$ cat src/rtl/rx_crc_pkg.sv
package rx_crc_pkg;
  localparam int CRC_W = 16;

  typedef enum logic {
    POLY_CRC16 = 1'b0,
    POLY_CCITT = 1'b1
  } poly_e;

  localparam logic [CRC_W-1:0] POLY_CRC16_REFL = 16'hA001;
  localparam logic [CRC_W-1:0] POLY_CCITT_REFL = 16'h8408;

  function automatic logic [CRC_W-1:0] crc_preset(poly_e p);
    return (p == POLY_CCITT) ? '1 : '0;
  endfunction

  function automatic logic [CRC_W-1:0] crc_bit_step(logic [CRC_W-1:0] c, logic b, poly_e p);
    logic [CRC_W-1:0] tap;
    tap = (p == POLY_CCITT) ? POLY_CCITT_REFL : POLY_CRC16_REFL;
    return (c >> 1) ^ ((c[0] ^ b) ? tap : '0);
  endfunction
endpackage

$ cat src/rtl/rx_crc_seq.sv
module rx_crc_seq #(
  parameter int BYTE_W = 8
) (
  input  logic              clk_i,
  input  logic              rst_ni,
  input  logic              clear_i,
  input  logic              xfer_i,
  input  logic              en_i,
  input  logic [BYTE_W-1:0] data_i,
  input  logic              bit_stb_i,
  output logic              step_o,
  output logic              bit_o,
  output logic              busy_o
);
  localparam int CNT_W = (BYTE_W > 1) ? $clog2(BYTE_W) : 1;
  localparam logic [CNT_W-1:0] LAST = CNT_W'(BYTE_W - 1);

  logic [BYTE_W-1:0] sh_q;
  logic [CNT_W-1:0]  cnt_q;
  logic              busy_q;

  // strobes coinciding with clear or transfer are dropped
  assign step_o = busy_q & bit_stb_i & ~xfer_i & ~clear_i;
  assign bit_o  = sh_q[0];
  assign busy_o = busy_q;

  always_ff @(posedge clk_i or negedge rst_ni) begin
    if (!rst_ni) begin
      sh_q   <= '0;
      cnt_q  <= '0;
      busy_q <= 1'b0;
    end else if (clear_i) begin
      busy_q <= 1'b0;
      cnt_q  <= '0;
    end else if (xfer_i) begin
      busy_q <= en_i;
      sh_q   <= data_i;
      cnt_q  <= '0;
    end else if (step_o) begin
      sh_q  <= sh_q >> 1;
      cnt_q <= cnt_q + 1'b1;
      if (cnt_q == LAST) busy_q <= 1'b0;
    end
  end
endmodule

$ cat src/rtl/rx_crc_reg.sv
module rx_crc_reg
  import rx_crc_pkg::*;
(
  input  logic             clk_i,
  input  logic             rst_ni,
  input  logic             clear_i,
  input  poly_e            poly_i,
  input  logic             step_i,
  input  logic             bit_i,
  output logic [CRC_W-1:0] crc_o
);
  logic [CRC_W-1:0] crc_q;

  always_ff @(posedge clk_i or negedge rst_ni) begin
    if (!rst_ni)      crc_q <= '0;
    else if (clear_i) crc_q <= crc_preset(poly_i);
    else if (step_i)  crc_q <= crc_bit_step(crc_q, bit_i, poly_i);
  end

  assign crc_o = crc_q;
endmodule

$ cat src/rtl/rx_crc_incl.sv
module rx_crc_incl
  import rx_crc_pkg::*;
#(
  parameter int BYTE_W = 8
) (
  input  logic              clk_i,
  input  logic              rst_ni,
  input  logic              xfer_i,
  input  logic [BYTE_W-1:0] rx_byte_i,
  input  logic              crc_en_i,
  input  logic              bit_stb_i,
  input  logic              crc_clear_i,
  input  logic              poly_sel_i,
  output logic [CRC_W-1:0]  crc_o,
  output logic              crc_ok_o
);
  logic seq_step, seq_bit, seq_busy;
  poly_e poly;

  assign poly = poly_e'(poly_sel_i);

  rx_crc_seq #(.BYTE_W(BYTE_W)) u_seq (
    .clk_i     (clk_i),
    .rst_ni    (rst_ni),
    .clear_i   (crc_clear_i),
    .xfer_i    (xfer_i),
    .en_i      (crc_en_i),
    .data_i    (rx_byte_i),
    .bit_stb_i (bit_stb_i),
    .step_o    (seq_step),
    .bit_o     (seq_bit),
    .busy_o    (seq_busy)
  );

  rx_crc_reg u_reg (
    .clk_i   (clk_i),
    .rst_ni  (rst_ni),
    .clear_i (crc_clear_i),
    .poly_i  (poly),
    .step_i  (seq_step),
    .bit_i   (seq_bit),
    .crc_o   (crc_o)
  );

  assign crc_ok_o = (crc_o == '0);
endmodule

$ cat config.mk
export PLATFORM = sky130hd
export DESIGN_NAME = rx_crc_incl
export DESIGN_NICKNAME = d
export VERILOG_FILES = /design/src/rtl/rx_crc_pkg.sv /design/src/rtl/rx_crc_seq.sv /design/src/rtl/rx_crc_reg.sv /design/src/rtl/rx_crc_incl.sv
export SDC_FILE = /design/constraint.sdc
export NUM_CORES = 1
export LEC_CHECK = 0
export CAP_MARGIN = 20
export CORE_UTILIZATION = 35
export DETAILED_ROUTE_END_ITERATION = 16
export DONT_BUFFER_PORTS = 1
export SLEW_MARGIN = 40
export SYNTH_ARGS = -nofsm -noshare
export SYNTH_HDL_FRONTEND = slang
export SYNTH_SLANG_ARGS = --single-unit
$ cat constraint.sdc
create_clock -name clk_i -period 1.31 [get_ports clk_i]
set_clock_uncertainty 0.2 [all_clocks]
set_input_delay 0.1965 -clock clk_i [delete_from_list [all_inputs] [get_ports clk_i]]
set_output_delay 0.1965 -clock clk_i [all_outputs]
set_load 0.1 [all_outputs]
# After elaboration in Yosys (flattened, before gate mapping)
# Cells that the tools add are included.
# totals
register_bits,28
inputBits,15
mem_bits_ro,0
latchBits,0
out_inout_bits,17
n_memories,0
word_cells,34
mem_bits_rw,0
# classes
n_addsub,1
reduce_logical,7
n_shift,0
n_eq_ne,1
n_bitwise,7
mux,14
n_mul,0
div_mod_pow,0
order_cmp,0
# op_table
op,n
$mux W16,4
$logic_not A16 Y1,1
$mux W8,2
$xor A15 B16 Y16,1
$mux W14,1
$mux W3,3
$reduce_bool A3 Y1,2
$mux W1,4
$reduce_and A2 Y1,2
$reduce_bool A2 Y1,2
$add A3 B1 Y3 const B,1
$and A1 B1 Y1,3
$eq A3 B3 Y1 const B,1
$not A1 Y1,2
$xor A1 B1 Y1,1

# Depth between registers and ports, before layout
# depth
depth_word,6
depth_mapped,6
depth_no_buf,5

# Modules after synthesis
# From an unflattened synthesis, not the netlist that was laid out.
# hier_totals
cells_unflattened,131
hier_area_um2,1575.3
# modules_own_cells
module,seq_area_each_um2,cells_per_inst,area_each_um2,n_inst
rx_crc_reg,400.4,78,899.6,1
rx_crc_seq,300.3,48,641.9,1
rx_crc_incl,0.0,5,33.8,1

# Worst setup path after synthesis
# OpenSTA, ideal clock, no wires.
# synth_path
kind,reg-to-output
from,"register u_reg.crc_q[0], in the netlist u_reg.crc_o[0]"
to,output crc_ok_o
path_slack_ns,-1.208
n_path_buf,1
required_ns,0.914
arrival_time_ns,2.121
path_stages_with_launch,4
path_cell_list,dfrtp_1 buf_2 nor4_1 and4_1
# synth_between
elab_chain_cells,1
# synth_rtl
item,line,text
from (decl),rx_crc_reg.sv:12,logic [CRC_W-1:0] crc_q;
from (signal assigned),rx_crc_reg.sv:16,else if (clear_i) crc_q <= crc_preset(poly_i);
from (signal assigned),rx_crc_reg.sv:17,"else if (step_i) crc_q <= crc_bit_step(crc_q, bit_i, poly_i);"
$logic_not A16 Y1,rx_crc_incl.sv:45,assign crc_ok_o = (crc_o == '0);
to (decl),rx_crc_incl.sv:15,output logic crc_ok_o
# Every way passes these cells.

# Worst setup path in the final report
# layout_path
from,"register u_reg.crc_q[12], in the netlist u_reg.crc_o[12]"
to,output crc_ok_o
# The elaborated chain is that of the path after synthesis.

==> flow_summary.ini <==
[floorplan]
core_um2 = 4030
die_w_um = 67.0
start_util_pct = 36.6
die_area_um2 = 4480
io-pin-count = 32
row_count = 23
die_y_um = 67.0

[clock_tree]
cts.reportedPaths.clkPinSlew_ns = 0.09
cts_tree = built
clk_path_buf_depth = 2
cts_root_buffer = clkbuf_8
htreeDepth = 1
cts_hold_buf = 13
numClockSinks = 28
numCtsBuffers = 3
clock_latency_ns = 0.27

[pwr]
p_leak_nw = 1.06
finalPower_w = 0.00293
powerDensity_nw_per_um2 = 1170
irDropWorstVdd_mv = 0.520

[routing]
via_per_inst = 5.36
dr.pass1.iters = 4
wl_met3_um = 162
ant_nets = 0
drc_errors = 0
drtIter0Drc = 88
vias = 1291
wl_per_cell_um = 17.6
wl_mm = 4.23
highest_layer = met4
met1_length_mm = 1.86
wl_met2_mm = 2.12

[final_layout]
mostFrequentLayoutCells = buf_12, nand2_2, buf_6, nand2_1, buf_4
drive_above_1_share_pct = 57.1
final_common_cell = buf_12
n_antenna_cell = 0
area_growth_pct = 69.2
nets = 209
fin_area_um2 = 2500

[sta]
slew_violations = 0
fin_crit_sh_pct = 145
tns_ns = -3.53
setup_ws_ns = -0.592
hold_viol_final = 0
period_needed_ns = 1.90
finalSetupViolCount = 29
hold_ws_ns = 0.00552
max-slew-margin-rel_pct = 69.8
tightestPinTransition_ns = 0.453
grt_setup_unrepaired = true
fmax_ghz = 0.526

[synth]
synth_seq_cells = 28
synth_warnings = 0
yosysSeqAreaShare_pct = 47.5
async_flop_share_pct = 100
syn_nets = 157
synth_area_per_cell_um2 = 10.5
syn_area_um2 = 1480
synthCells = 140
ys.flop_type = dfrtp_1
synth.distinct_cells = 32
synth-edff-count = 0

[placement]
dp_hpwl_mm = 2.44
port_buffers = 0
placed_area_um2 = 1840
gp_congestion = 0.805
dp_slack_ns = -0.352

[setup_path]
path_max_fanout = 2
critPathKind = reg2out
end_kind = output port
crit_arrival_ns = 1.51
crit_chain = nor4_4, and4_4, buf_12
slowest_delay_ns = 0.50
slowest_stage = dfrtp_4
start_kind = flop
crit_required_ns = 0.91

[min_path]
hold_path_class = in2reg

[global_route]
antenna_found_initial = 0
grt_max_degree = 29
grt_pass1_vias = 1315
grt_overflow = 0
grt_usage_pct = 19.4
grt_first_pass_wirelength_mm = 6.40

[run_status]
violations = negative setup slack
status = complete, but fails checks

[flow_run]
drv_cap = 0
==> Yosys cell counts (3+ instances only) <==
cell type / instances / share of area, %
mux2_2: 13 / 9.9
nor3_1: 3 / 1.0
inv_1: 3 / 0.76
mux2i_1: 4 / 2.7
a21oi_1: 4 / 1.4
buf_2: 5 / 1.7
dfrtp_1: 28 / 47
a31oi_1: 11 / 4.7
nor4_1: 5 / 2.1
o22ai_1: 3 / 1.3
nand2_1: 28 / 7.1
buf_6: 3 / 2.3
==> registers in the layout, summed over array words and instances (netlist names) <==
| register | count |
|---|---|
| u_reg.crc_o | 16 |
| u_seq.busy_o | 1 |
| u_seq.cnt_q | 3 |
| u_seq.sh_q | 8 |
==> routing by layer <==
layer	GRT usage, %	up-vias
met3	3.25	8
met2	33.1	38
li1	-	613
met5	0	-
met1	24.4	632
met4	6.91	0
==> cell type report <==
type,count,area (µm²)
well taps,50,62.6
flip-flops and latches,28,741
multi-input cells,99,891
inverters,3,11.3
fillers,299,1530
clock buffers,4,45.0
repair buffers,57,748
==> path summary, 6_finish.rpt <==
path	slack [ns]	startpoint	cells after the start	to
setup / recovery	-0.59	u_reg.crc_o[12]$_DFFE_PN0P_	3	crc_ok_o
max in group asynchronous	0.58	rst_ni	2	u_reg.crc_o[10]$_DFFE_PN0P_
hold reg to reg	0.32	u_seq.sh_q[5]$_DFFE_PN0P_	1	u_seq.sh_q[5]$_DFFE_PN0P_
hold / removal	0.006	xfer_i	2	u_seq.sh_q[2]$_DFFE_PN0P_
min in group asynchronous	0.15	rst_ni	2	u_reg.crc_o[3]$_DFFE_PN0P_
setup reg to reg	-0.37	u_reg.crc_o[1]$_DFFE_PN0P_	4	u_reg.crc_o[0]$_DFFE_PN0P_
==> per-stage QoR <==
step / std cells / utilization, %
after floorplan: 140 / -
after global placement: 212 / 45.6
after detailed placement: 212 / 45.6
after CTS: 236 / 58.0
after global routing: 241 / 62.0
final: 241 / 62.0
==> cells by family (layout without fill, tap and decap cells) <==
logic type,count (synthesis),in the layout,synth area share [%]
muxes,17,17,12.6
xor gates and xnor gates,5,5,3.90
adders and majority gates,2,2,1.69
buffers and inverters,13,64,5.25
DFF,28,28,47.5
and+or+nand+nor,50,50,18.1
AOI/OAI and AO/OA,25,25,11.0
==> what timing repair did <==
| item | in CTS | in global routing |
|---|---|---|
| endpoints found under the setup margin | 43 | 45 |
| cloned | 0 | 1 |
| endpoints found under the hold margin | 42 | 1 |
| buffers inserted | 10 | 11 |
| gates resized for setup | 67 | 37 |
| pin swaps | 18 | 26 |
==> critical path: cells and delay by family (launching register included) <==
family,cells,cell delay (ns)
flip-flops,1,0.50
AND/OR/NAND/NOR,2,0.55
buffers and inverters,1,0.17
==> power by group <==
| group | internal (W) | switching (W) |
|---|---|---|
| Clock | 0.000218 | 0.000266 |
| Combinational | 0.000604 | 0.000688 |
| Sequential | 0.00100 | 0.000154 |
No activity file was read; power rests on OpenSTA's default activity.
